### config.mk
export PLATFORM = sky130hd
export DESIGN_NAME = cmd_ram_writer
export DESIGN_NICKNAME = d
export VERILOG_FILES = /design/src/rtl/cmdwr_pkg.sv /design/src/rtl/cmdwr_sync.sv /design/src/rtl/cmdwr_byte_rx.sv /design/src/rtl/cmdwr_cmd_decode.sv /design/src/rtl/cmdwr_frame_fsm.sv /design/src/rtl/cmd_ram_writer.sv
export SDC_FILE = /design/constraint.sdc
export NUM_CORES = 1
export LEC_CHECK = 0
export ABC_AREA = 1
export BUFFER_PORTS_ARGS = -buffer_cell sky130_fd_sc_hd__buf_2
export CORE_UTILIZATION = 45
export CTS_BUF_LIST = sky130_fd_sc_hd__clkbuf_8 sky130_fd_sc_hd__clkbuf_16
export DETAILED_ROUTE_END_ITERATION = 8
export PLACE_DENSITY = 0.76
export SYNTH_ARGS = -nofsm -noshare
export SYNTH_HDL_FRONTEND = slang
export SYNTH_SLANG_ARGS = --single-unit
### constraint.sdc
create_clock -name clk_i -period 1.78 [get_ports clk_i]
set_clock_uncertainty 0.1 [all_clocks]
set_input_delay 0.089 -clock clk_i [delete_from_list [all_inputs] [get_ports clk_i]]
set_output_delay 0.089 -clock clk_i [all_outputs]
set_load 0.02 [all_outputs]
### src/rtl/cmdwr_pkg.sv
package cmdwr_pkg;

  localparam int BYTE_W        = 8;
  localparam int DEPTH_FIELD_W = 32;

  // Default memory map: index 0..2, command byte and depth per index
  localparam int DEF_NUM_MEM = 3;
  localparam logic [DEF_NUM_MEM*BYTE_W-1:0] DEF_MEM_CMDS =
    {8'h49, 8'h46, 8'h45};
  localparam logic [DEF_NUM_MEM*DEPTH_FIELD_W-1:0] DEF_MEM_DEPTHS =
    {32'd16, 32'd384, 32'd8};

  typedef enum logic [1:0] {
    ST_CMD,
    ST_ADDR,
    ST_DATA,
    ST_SKIP
  } frame_state_e;

endpackage

### src/rtl/cmdwr_sync.sv
module cmdwr_sync #(
  parameter int               WIDTH   = 1,
  parameter int               STAGES  = 2,
  parameter logic [WIDTH-1:0] RST_VAL = '0
) (
  input  logic             clk_i,
  input  logic             rst_ni,
  input  logic [WIDTH-1:0] d_i,
  output logic [WIDTH-1:0] q_o
);

  logic [WIDTH-1:0] pipe_q [STAGES];

  always_ff @(posedge clk_i or negedge rst_ni) begin
    if (!rst_ni) begin
      for (int s = 0; s < STAGES; s++) pipe_q[s] <= RST_VAL;
    end else begin
      pipe_q[0] <= d_i;
      for (int s = 1; s < STAGES; s++) pipe_q[s] <= pipe_q[s-1];
    end
  end

  assign q_o = pipe_q[STAGES-1];

endmodule

### src/rtl/cmdwr_byte_rx.sv
module cmdwr_byte_rx
  import cmdwr_pkg::*;
(
  input  logic              clk_i,
  input  logic              rst_ni,
  input  logic              active_i,
  input  logic              sck_rise_i,
  input  logic              sdi_i,
  output logic              byte_vld_o,
  output logic [BYTE_W-1:0] byte_o
);

  localparam int BCNT_W = $clog2(BYTE_W);
  localparam logic [BCNT_W-1:0] BIT_LAST = BCNT_W'(BYTE_W - 1);

  logic [BCNT_W-1:0] bit_cnt_q;
  logic [BYTE_W-2:0] shift_q;

  always_ff @(posedge clk_i or negedge rst_ni) begin
    if (!rst_ni) begin
      bit_cnt_q  <= '0;
      shift_q    <= '0;
      byte_vld_o <= 1'b0;
      byte_o     <= '0;
    end else begin
      byte_vld_o <= 1'b0;
      if (!active_i) begin
        bit_cnt_q <= '0;
      end else if (sck_rise_i) begin
        shift_q <= {shift_q[BYTE_W-3:0], sdi_i};
        if (bit_cnt_q == BIT_LAST) begin
          bit_cnt_q  <= '0;
          byte_vld_o <= 1'b1;
          byte_o     <= {shift_q, sdi_i};
        end else begin
          bit_cnt_q <= bit_cnt_q + 1'b1;
        end
      end
    end
  end

  AST_BYTE_IDLE: assert property (@(posedge clk_i) disable iff (!rst_ni)
    !active_i |=> !byte_vld_o);

  AST_BYTE_CLEAR: assert property (@(posedge clk_i) disable iff (!rst_ni)
    !active_i |=> bit_cnt_q == '0);

endmodule

### src/rtl/cmdwr_cmd_decode.sv
module cmdwr_cmd_decode
  import cmdwr_pkg::*;
#(
  parameter int                                 NUM_MEM    = DEF_NUM_MEM,
  parameter logic [NUM_MEM*BYTE_W-1:0]          MEM_CMDS   = DEF_MEM_CMDS,
  parameter logic [NUM_MEM*DEPTH_FIELD_W-1:0]   MEM_DEPTHS = DEF_MEM_DEPTHS,
  parameter int                                 SEL_W      = 2
) (
  input  logic [BYTE_W-1:0]        cmd_i,
  output logic                     known_o,
  output logic [SEL_W-1:0]         sel_o,
  output logic [DEPTH_FIELD_W-1:0] depth_o
);

  logic [NUM_MEM-1:0] hit;

  for (genvar g = 0; g < NUM_MEM; g++) begin : g_hit
    assign hit[g] = (cmd_i == MEM_CMDS[g*BYTE_W +: BYTE_W]);
  end

  // lowest index wins on duplicate codes
  always_comb begin
    known_o = 1'b0;
    sel_o   = '0;
    depth_o = '0;
    for (int i = NUM_MEM - 1; i >= 0; i--) begin
      if (hit[i]) begin
        known_o = 1'b1;
        sel_o   = SEL_W'(i);
        depth_o = MEM_DEPTHS[i*DEPTH_FIELD_W +: DEPTH_FIELD_W];
      end
    end
  end

endmodule

### src/rtl/cmdwr_frame_fsm.sv
module cmdwr_frame_fsm
  import cmdwr_pkg::*;
#(
  parameter int                               NUM_MEM    = DEF_NUM_MEM,
  parameter logic [NUM_MEM*BYTE_W-1:0]        MEM_CMDS   = DEF_MEM_CMDS,
  parameter logic [NUM_MEM*DEPTH_FIELD_W-1:0] MEM_DEPTHS = DEF_MEM_DEPTHS,
  parameter int                               ADDR_W     = 16,
  parameter int                               DATA_W     = 16
) (
  input  logic              clk_i,
  input  logic              rst_ni,
  input  logic              active_i,
  input  logic              start_i,
  input  logic              byte_vld_i,
  input  logic [BYTE_W-1:0] byte_i,
  output logic [NUM_MEM-1:0] mem_we_o,
  output logic [ADDR_W-1:0]  mem_addr_o,
  output logic [DATA_W-1:0]  mem_data_o,
  output logic               wr_err_o
);

  localparam int SEL_W       = (NUM_MEM > 1) ? $clog2(NUM_MEM) : 1;
  localparam int ADDR_BYTES  = ADDR_W / BYTE_W;
  localparam int WORD_BYTES  = DATA_W / BYTE_W;
  localparam int MAX_BYTES   = (ADDR_BYTES > WORD_BYTES) ? ADDR_BYTES : WORD_BYTES;
  localparam int CNT_W       = $clog2(MAX_BYTES + 1);
  localparam logic [CNT_W-1:0] ADDR_LAST = CNT_W'(ADDR_BYTES - 1);
  localparam logic [CNT_W-1:0] WORD_LAST = CNT_W'(WORD_BYTES - 1);

  frame_state_e               state_q;
  logic [CNT_W-1:0]           fcnt_q;
  logic [SEL_W-1:0]           sel_q;
  logic [DEPTH_FIELD_W-1:0]   depth_q;
  logic [ADDR_W-1:0]          wr_addr_q;
  logic [DATA_W-BYTE_W-1:0]   data_q;

  logic                       cmd_known;
  logic [SEL_W-1:0]           cmd_sel;
  logic [DEPTH_FIELD_W-1:0]   cmd_depth;
  logic [DATA_W-1:0]          word_next;
  logic                       in_range;
  logic [NUM_MEM-1:0]         sel_onehot;

  cmdwr_cmd_decode #(
    .NUM_MEM   (NUM_MEM),
    .MEM_CMDS  (MEM_CMDS),
    .MEM_DEPTHS(MEM_DEPTHS),
    .SEL_W     (SEL_W)
  ) u_cmd_decode (
    .cmd_i  (byte_i),
    .known_o(cmd_known),
    .sel_o  (cmd_sel),
    .depth_o(cmd_depth)
  );

  assign word_next  = {data_q, byte_i};
  assign in_range   = ({{(DEPTH_FIELD_W-ADDR_W){1'b0}}, wr_addr_q} < depth_q);
  assign sel_onehot = NUM_MEM'(1) << sel_q;

  always_ff @(posedge clk_i or negedge rst_ni) begin
    if (!rst_ni) begin
      state_q    <= ST_CMD;
      fcnt_q     <= '0;
      sel_q      <= '0;
      depth_q    <= '0;
      wr_addr_q  <= '0;
      data_q     <= '0;
      mem_we_o   <= '0;
      mem_addr_o <= '0;
      mem_data_o <= '0;
      wr_err_o   <= 1'b0;
    end else begin
      mem_we_o <= '0;
      if (start_i) wr_err_o <= 1'b0;
      if (!active_i) begin
        state_q <= ST_CMD;
        fcnt_q  <= '0;
      end else if (byte_vld_i) begin
        unique case (state_q)
          ST_CMD: begin
            fcnt_q <= '0;
            if (cmd_known) begin
              sel_q   <= cmd_sel;
              depth_q <= cmd_depth;
              state_q <= ST_ADDR;
            end else begin
              state_q <= ST_SKIP;
            end
          end
          ST_ADDR: begin
            wr_addr_q <= {wr_addr_q[ADDR_W-BYTE_W-1:0], byte_i};
            if (fcnt_q == ADDR_LAST) begin
              fcnt_q  <= '0;
              state_q <= ST_DATA;
            end else begin
              fcnt_q <= fcnt_q + 1'b1;
            end
          end
          ST_DATA: begin
            if (fcnt_q == WORD_LAST) begin
              fcnt_q    <= '0;
              wr_addr_q <= wr_addr_q + 1'b1;
              if (in_range) begin
                mem_we_o   <= sel_onehot;
                mem_addr_o <= wr_addr_q;
                mem_data_o <= word_next;
              end else begin
                wr_err_o <= 1'b1;
              end
            end else begin
              fcnt_q <= fcnt_q + 1'b1;
              data_q <= word_next[DATA_W-BYTE_W-1:0];
            end
          end
          default: ;
        endcase
      end
    end
  end

  AST_WE_ONEHOT: assert property (@(posedge clk_i) disable iff (!rst_ni)
    $onehot0(mem_we_o));

  AST_WE_SINGLE: assert property (@(posedge clk_i) disable iff (!rst_ni)
    (|mem_we_o) |=> !(|mem_we_o));

  AST_WE_IDLE: assert property (@(posedge clk_i) disable iff (!rst_ni)
    !active_i |=> mem_we_o == '0);

  AST_SKIP_QUIET: assert property (@(posedge clk_i) disable iff (!rst_ni)
    state_q == ST_SKIP |=> mem_we_o == '0);

  AST_ERR_CAUSE: assert property (@(posedge clk_i) disable iff (!rst_ni)
    $rose(wr_err_o) |-> $past(byte_vld_i && state_q == ST_DATA));

  for (genvar g = 0; g < NUM_MEM; g++) begin : g_chk
    AST_WE_IN_RANGE: assert property (@(posedge clk_i) disable iff (!rst_ni)
      mem_we_o[g] |-> ({{(DEPTH_FIELD_W-ADDR_W){1'b0}}, mem_addr_o}
                       < MEM_DEPTHS[g*DEPTH_FIELD_W +: DEPTH_FIELD_W]));
  end

endmodule

### src/rtl/cmd_ram_writer.sv
module cmd_ram_writer
  import cmdwr_pkg::*;
#(
  parameter int                               NUM_MEM     = DEF_NUM_MEM,
  parameter logic [NUM_MEM*BYTE_W-1:0]        MEM_CMDS    = DEF_MEM_CMDS,
  parameter logic [NUM_MEM*DEPTH_FIELD_W-1:0] MEM_DEPTHS  = DEF_MEM_DEPTHS,
  parameter int                               ADDR_W      = 16,
  parameter int                               DATA_W      = 16,
  parameter int                               SYNC_STAGES = 2
) (
  input  logic               clk_i,
  input  logic               rst_ni,
  input  logic               cs_ni,
  input  logic               sck_i,
  input  logic               sdi_i,
  output logic [NUM_MEM-1:0] mem_we_o,
  output logic [ADDR_W-1:0]  mem_addr_o,
  output logic [DATA_W-1:0]  mem_data_o,
  output logic               wr_err_o
);

  localparam int LINES = 3;

  logic [LINES-1:0] line_s;
  logic cs_s, sck_s, sdi_s;
  logic cs_q, sck_q;
  logic active, sck_rise, start;
  logic              byte_vld;
  logic [BYTE_W-1:0] byte_val;

  cmdwr_sync #(
    .WIDTH  (LINES),
    .STAGES (SYNC_STAGES),
    .RST_VAL(3'b100)
  ) u_sync (
    .clk_i (clk_i),
    .rst_ni(rst_ni),
    .d_i   ({cs_ni, sck_i, sdi_i}),
    .q_o   (line_s)
  );

  assign cs_s  = line_s[2];
  assign sck_s = line_s[1];
  assign sdi_s = line_s[0];

  always_ff @(posedge clk_i or negedge rst_ni) begin
    if (!rst_ni) begin
      cs_q  <= 1'b1;
      sck_q <= 1'b0;
    end else begin
      cs_q  <= cs_s;
      sck_q <= sck_s;
    end
  end

  assign active   = ~cs_s;
  assign sck_rise = active & sck_s & ~sck_q;
  assign start    = cs_q & ~cs_s;

  cmdwr_byte_rx u_byte_rx (
    .clk_i     (clk_i),
    .rst_ni    (rst_ni),
    .active_i  (active),
    .sck_rise_i(sck_rise),
    .sdi_i     (sdi_s),
    .byte_vld_o(byte_vld),
    .byte_o    (byte_val)
  );

  cmdwr_frame_fsm #(
    .NUM_MEM   (NUM_MEM),
    .MEM_CMDS  (MEM_CMDS),
    .MEM_DEPTHS(MEM_DEPTHS),
    .ADDR_W    (ADDR_W),
    .DATA_W    (DATA_W)
  ) u_frame (
    .clk_i     (clk_i),
    .rst_ni    (rst_ni),
    .active_i  (active),
    .start_i   (start),
    .byte_vld_i(byte_vld),
    .byte_i    (byte_val),
    .mem_we_o  (mem_we_o),
    .mem_addr_o(mem_addr_o),
    .mem_data_o(mem_data_o),
    .wr_err_o  (wr_err_o)
  );

  AST_ERR_RESET: assert property (@(posedge clk_i) disable iff (!rst_ni)
    start |=> !wr_err_o);

endmodule

==> results of run 1 <==
## worst reg2reg max path: stages, from the launching register on
cell	delay, ns
dfrtp_1	0.37
inv_2	0.06
ha_1	0.18
nor2_1	0.13
nand3_1	0.14
nor3_4	0.26
nand3_4	0.21
clkbuf_16	0.22
nand2_1	0.07
nand2_1	0.06
## logic make-up after synthesis
group,Yosys count,share of synthesized area (%)
compound gates,53,6.47
xor+xnor,6,1.20
fa+ha+maj,9,2.58
buf+inv,76,7.33
flops,94,53.9
simple gates,288,28.5
## cells in the final DEF (no fill, tap or decap), drive strengths merged
master       netlist  routed
a21oi              9       9
a22o               1       1
a31oi              1       1
a32o               1       1
buf               13      66
clkbuf             4      13
clkinvlp           0       3
dfrtp             91      91
dfstp              3       3
dlygate4sd3        0       4
ha                 9       9
inv               59      62
nand2            194     194
nand3             19      19
nand3b             1       1
nand4             31      31
nor2              37      37
nor3               4       4
o211ai             2       2
o21ai             38      38
o21bai             1       1
or2                2       2
xor2               6       6
## layer usage
| layer | part of all wire, % | track usage, % | up-vias |
|---|---|---|---|
| li1 | - | - | 1803 |
| met1 | 46 | 26.9 | 1724 |
| met2 | 47 | 30.5 | 127 |
| met3 | 4.6 | 3.68 | 25 |
| met4 | 2.4 | 7.58 | 0 |
| met5 | 0 | 0 | - |
## final cells by class
cell class	count	area (um2)	area share, %
inverters	59	221	4.18
clock inverters	6	53.8	1.02
multi-input cells	356	1770	33.5
clock buffers	10	138	2.60
well taps	129	161	3.05
flip-flops and latches	94	2360	44.5
repair buffers	73	592	11.2
## per-stage QoR
stage | instance area, um2 | utilization, % | power [uW] | hold slack [ns] | setup slack, ns
2_1_floorplan | 4370 | - | 2380 | -0.307 | 0.0643
3_3_place_gp | 4860 | 52.1 | 2460 | -0.0569 | 0.0561
3_5_place_dp | 4860 | 52.1 | 2480 | -0.0453 | 0.0157
4_1_cts | 5090 | 54.6 | 3850 | 0.0958 | 0.00956
5_1_grt | 5290 | 56.8 | 3960 | 0.121 | -0.178
6_report | 5290 | 56.8 | 3830 | 0.0850 | -0.116
## registers in the layout, summed over array words and instances (netlist names)
signal,count
u_byte_rx.bit_cnt_q,3
u_frame.data_q,8
u_frame.fcnt_q,2
u_byte_rx.shift_q,7
u_frame.mem_data_o,16
u_frame.mem_we_o,3
cs_q,1
u_byte_rx.byte_vld_o,1
u_sync.pipe_q,3
u_frame.depth_q,2
u_frame.wr_addr_q,16
u_frame.sel_q,1
u_byte_rx.byte_o,8
u_frame.wr_err_o,1
u_sync.q_o,3
u_frame.state_q,2
u_frame.mem_addr_o,16
sck_q,1
## power groups by stage
stage / Clock (uW) / Combinational (uW) / Sequential, uW
after CTS: 1410 / 227 / 2220
after floorplan: 0 / 125 / 2250
after global routing: 1480 / 261 / 2220
after detailed placement: 0 / 219 / 2260
final: 1380 / 229 / 2220
after global placement: 0 / 210 / 2250
## worst paths after layout
path | startpoint | to | cells after the start
setup / recovery | u_frame.sel_q[0] | u_frame.mem_data_o[0] | 9
hold / removal | rst_ni | u_frame.wr_addr_q[2] | 2
setup reg to reg | u_frame.sel_q[0] | u_frame.mem_data_o[0] | 9
hold reg to reg | u_sync.pipe_q[3] | u_sync.q_o[0] | 0
max in group asynchronous | rst_ni | cs_q | 3
min in group clk_i | u_sync.pipe_q[3] | u_sync.q_o[0] | 0
## what timing repair did
| action | in CTS | in global routing |
|---|---|---|
| gates resized for setup | 2 | 24 |
| setup buffers | 0 | 2 |
| hold buffers | 4 | 0 |
| gates cloned | 0 | 4 |
| pin swaps | 0 | 5 |
| hold endpoints to repair | 96 | 0 |
| setup endpoints to repair | 3 | 52 |
==> results.tsv, run 1 <==
stage	metric	value	unit
outcome	outcome	finished, violations left	
outcome	violations	setup timing	
clock_network	cts_made_buffers	9	
global_route	grt_pass1_vias	3354	
setup_path	cp_num_buf_inv	2	
sta	setup_viol	35	
logic_synthesis	ys_warn_count	0	
logic_synthesis	yosys-top-cells-area	dfrtp_1 52%, nand2_1 17%, nand4_1 4.4%	
setup_path	startpoint_type	register	
layout	layout.nets	607	
setup_path	crit_path_top_delay_cell	dfrtp_1	
route	via_count	3679	
die	die_w	101	um
pwr	pwr_density_cell	723	mW/mm2
setup_path	r2r_setup_slack	-0.12	ns
logic_synthesis	netlist.area_leader.share	52.1	%
die	die_area	0.0101	mm2
route	ant_nets	0	
sta	period_needed	1.90	ns
global_route	gr-total-overflow	0	
global_route	grt_pass1_wl	15500	um
setup_path	cp_cell_sequence	inv_2 > ha_1 > nor2_1 > nand3_1 > nor3_4 > nand3_4 > clkbuf_16 > nand2_1 > nand2_1	
place	portBuffers	40	
global_route	grt_util_all_layers	19.5	%
die	initial_core_util	46.9	%
die	core	0.00933	mm2
sta	rsz0062_at_grt	yes	
clock_network	clk_pin_slew	0.10	ns
logic_synthesis	syn-mean-instance-area	8.31	um2
setup_path	critPathMaxStageDelay	0.37	ns
sta	final.setup.worst_slack	-0.116	ns
clock_network	clock_sinks	94	
setup_path	crit_family	simple AND/OR/NAND/NOR gates	
route	drtIter0Drc	285	
sta	hold_viol	0	
global_route	antenna_found_initial	0	
sta	min_period_over_period	107	%
sta	slew_violations	0	
sta	tightest_slew	0.487	ns
pwr	p_int	2830	uW
worst_hold_path	worstHoldPathType	input pin to async pin	
clock_network	cts_root_buffer	clkbuf_8	
logic_synthesis	ys.flop_type	dfrtp_1	
route	dr.pass1.iters	5	
pwr	switching_share	26.0	%
logic_synthesis	async_reset_ff_share	100	%
layout	finalNonFillerCells	727	
clock_network	htreeDepth	3	
route	wl_per_cell	13.7	um
sta	tns	-2.52	ns
die	die_y	101	um
setup_path	path_class	register to register	
place	place.gp.congestion	0.865	
logic_synthesis	syn_inst	526	
die	num_io_pins	41	
flow_run	maxCapViolCount	0	
layout	drive_above_1_share	21.6	%
logic_synthesis	syn_nets	540	
route	drcViolationCount	0	
pwr	max-vdd-ir-drop	429	uV
logic_synthesis	synth_cell_types	28	
setup_path	crit_top_cell	nand2_1	
layout	final.fill_count	787	
clock_network	clk_path_buf_depth	2	
place	dp.cells	701	
pwr	pwr-share-seq	58.0	%
logic_synthesis	yosysSeqAreaShare	53.9	%
logic_synthesis	ys_seq_elements	94	
pwr	power.switching	993	uW
sta	fmax	527	MHz
logic_synthesis	netlist_area	0.00437	mm2
logic_synthesis	ys_top_cells_by_count	193 x nand2_1, 91 x dfrtp_1, 49 x inv_1	
sta	max-slew-margin-rel	67.5	%
logic_synthesis	synth_top_area_cell	dfrtp_1	
global_route	grt_max_degree	62	
clock_network	clock_latency	0.36	ns
pwr	p_comb_share	6.0	%
die	num_rows	35	
layout	syn_to_final_growth	21.1	%
pwr	p_clk_share	36.1	%
route	vias_per_cell	5.06	
clock_network	cts_tree	built	
route	wl	9950	um
setup_path	arrival	2.06	ns
setup_path	path_max_fanout	8	
logic_synthesis	synth-edff-count	0	
place	dp_hpwl	6640	um
setup_path	crit_path_end_kind	register	
setup_path	cp_data_required_time	1.94	ns
pwr	p_leak	0.00274	uW
logic_synthesis	synth.most_common_cell	nand2_1	
layout	antennaDiodeCount	0	
No activity file was read; power rests on OpenSTA's default activity.
==> run 2, diff against run 1 <==
BUFFER_PORTS_ARGS = -buffer_cell sky130_fd_sc_hd__clkbuf_2   (was -buffer_cell sky130_fd_sc_hd__buf_2)
PLACE_DENSITY = 0.73   (was 0.76)
clock period = 1.8 ns   (was 1.78 ns; I/O delays follow)
==> run 2 against run 1 <==
- combinational power about the same
- routed wire length fell by 11%
- the run now ends clean
- sequential share of layout area rose by 1.2 points
- setup slack better by 0.24 ns
- largest cell class unchanged
- worst hold slack better by 0.035 ns
- sequential power hardly changed
- fmax up 13%
- power is 2.1% lower
- global-route usage fell by 0.45 points
==> results.tsv, run 2 (synthesis results as in run 1) <==
stage	metric	value	unit	change
clock_network	cts_root_buffer	clkbuf_8		
global_route	grt_util_all_layers	19.0	%	-0.45 points
layout	finalNonFillerCells	725		-0.28%
sta	tns	0	ns	+2.52 ns
setup_path	path_class	register to register		
clock_network	clk_path_buf_depth	2		unchanged
route	vias_per_cell	4.95		-2.1%
pwr	p_comb_share	6.1	%	about the same
sta	slew_violations	0		unchanged
sta	hold_viol	0		unchanged
pwr	p_int	2800	uW	-1.1%
place	portBuffers	40		unchanged
setup_path	path_max_fanout	10		+2
pwr	max-vdd-ir-drop	423	uV	-1.4%
die	initial_core_util	46.9	%	unchanged
place	dp_hpwl	6610	um	-0.53%
route	wl	8840	um	-11%
global_route	top_usage_layer	met2		
place	dp.cells	703		+0.29%
die	num_io_pins	41		unchanged
global_route	gr-total-overflow	0		unchanged
worst_hold_path	worstHoldPathType	input pin to async pin		
global_route	antenna_found_initial	0		unchanged
layout	top_regs	u_frame.mem_addr_o x16, u_frame.mem_data_o x16, u_frame.wr_addr_q x16		
pwr	pwr_density_cell	726	mW/mm2	+0.44%
place	dpl-instance-area	0.00487	mm2	+0.31%
layout	final_common_cell	nand2_1		
die	die_area	0.0101	mm2	unchanged
route	ant_nets	0		unchanged
pwr	power.switching	943	uW	-5.1%
sta	rsz0062_at_grt	no		
clock_network	clock_sinks	94		unchanged
clock_network	clock_latency	0.36	ns	about the same
route	drcViolationCount	0		unchanged
sta	fmax	597	MHz	+13%
die	die_y	101	um	unchanged
pwr	p_clk_share	35.4	%	-0.7 points
global_route	grt_pass1_wl	15100	um	-2.4%
layout	fin_util	55.3	%	-1.5 points
outcome	outcome	finished, final reports clean		
place	place.gp.congestion	0.921		+6.4%
flow_run	maxCapViolCount	0		unchanged
sta	tightest_slew	0.446	ns	-0.0408 ns
pwr	pwr-share-seq	58.6	%	+0.6 points
sta	min_period_over_period	93.1	%	-13 points
global_route	grt_max_degree	36		-42%
sta	period_needed	1.68	ns	-0.220 ns
global_route	grt_util_met3	3.12	%	-0.55 points
clock_network	cts_tree	built		
pwr	switching_share	25.2	%	-0.78 points
setup_path	arrival	1.87	ns	-0.19 ns
layout	final_area	0.00516	mm2	-2.6%
global_route	met2_usage	29.6	%	-0.90 points
sta	max-slew-margin-rel	70.3	%	+2.8 points
route	via_count	3590		-2.4%
die	num_rows	35		unchanged
pwr	p_leak	0.00267	uW	-2.8%
route	dr.pass1.iters	5		unchanged
layout	layout.nets	605		-0.33%
layout	layout_common_cells	192 x nand2_1, 91 x dfrtp_1, 47 x inv_1		
layout	final.fill_count	848		+7.8%
die	die_w	101	um	unchanged
layout	syn_to_final_growth	18.0	%	
global_route	grt_pass1_vias	3330		-0.72%
route	drtIter0Drc	205		-28%
route	wl_per_cell	12.2	um	-11%
setup_path	startpoint_type	register		
setup_path	cp_data_required_time	1.99	ns	+0.05 ns
layout	drive_above_1_share	18.3	%	-3.3 points
clock_network	clk_pin_slew	0.09	ns	about the same
sta	setup_viol	0		-100%
setup_path	crit_path_end_kind	register		
pwr	p_total	3740	uW	-2.1%
clock_network	htreeDepth	3		unchanged
clock_network	cts_made_buffers	9		unchanged
global_route	use_met1	26.4	%	-0.49 points
layout	antennaDiodeCount	0		unchanged
die	core	0.00933	mm2	unchanged
-- run 2: power groups by stage --
stage                     clock network [uW]  logic (uW)  registers, uW
after CTS                               1360         224           2190
after global placement                     0         210           2230
after detailed placement                   0         216           2230
final                                   1320         227           2190
after global routing                    1440         260           2200
after floorplan                            0         123           2230
-- run 2: worst paths after layout --
| kind | startpoint | endpoint | slack, ns | cells past startpoint |
|---|---|---|---|---|
| max in group asynchronous | rst_ni | u_frame.wr_err_o | 0.87 | 3 |
| max reg2reg | u_frame.state_q[1] | u_frame.wr_addr_q[13] | 0.12 | 9 |
| min | rst_ni | sck_q | 0.12 | 2 |
| max | u_frame.state_q[1] | u_frame.wr_addr_q[13] | 0.12 | 9 |
| min reg2reg | u_sync.pipe_q[5] | u_sync.q_o[2] | 0.26 | 0 |
| min in group clk_i | cs_ni | u_sync.pipe_q[5] | 0.26 | 2 |
-- run 2: what timing repair did --
item	4_1_cts	5_1_grt
gates resized for setup	0	12
endpoints found under the hold margin	79	0
buffers inserted	0	2
hold buffers	4	0
setup endpoints to repair	0	45
-- run 2: layout make-up --
type	count	area, um2	area share, %
clock buffer	10	138	2.67
clock inverter	6	51.3	0.995
inverter	59	221	4.29
multi-input combinational	356	1720	33.3
sequential	94	2360	45.7
tap	129	161	3.13
timing repair buffer	71	512	9.92
-- run 2: stage by stage --
step	hold WS, ns	worst slack [ns]
global route	0.151	0.00614
detailed placement	-0.0255	0.0476
finish	0.120	0.124
floorplan	-0.306	0.0843
global placement	-0.0261	0.0764
CTS	0.121	0.0300
-- run 2: routing by layer --
| metal | part of all wire [%] | routed length [um] |
|---|---|---|
| met1 | 50 | 4400 |
| met2 | 44 | 3920 |
| met3 | 3.8 | 332 |
| met4 | 2.2 | 194 |
| met5 | 0 | 0 |
-- run 2: worst max-delay path: stages (launching register included) --
cell,delay (ns)
dfrtp_1,0.43
inv_1,0.09
ha_1,0.16
inv_1,0.08
o21ai_1,0.15
nand2_2,0.13
buf_4,0.19
a21oi_1,0.14
nand2_1,0.08
nand2_1,0.06
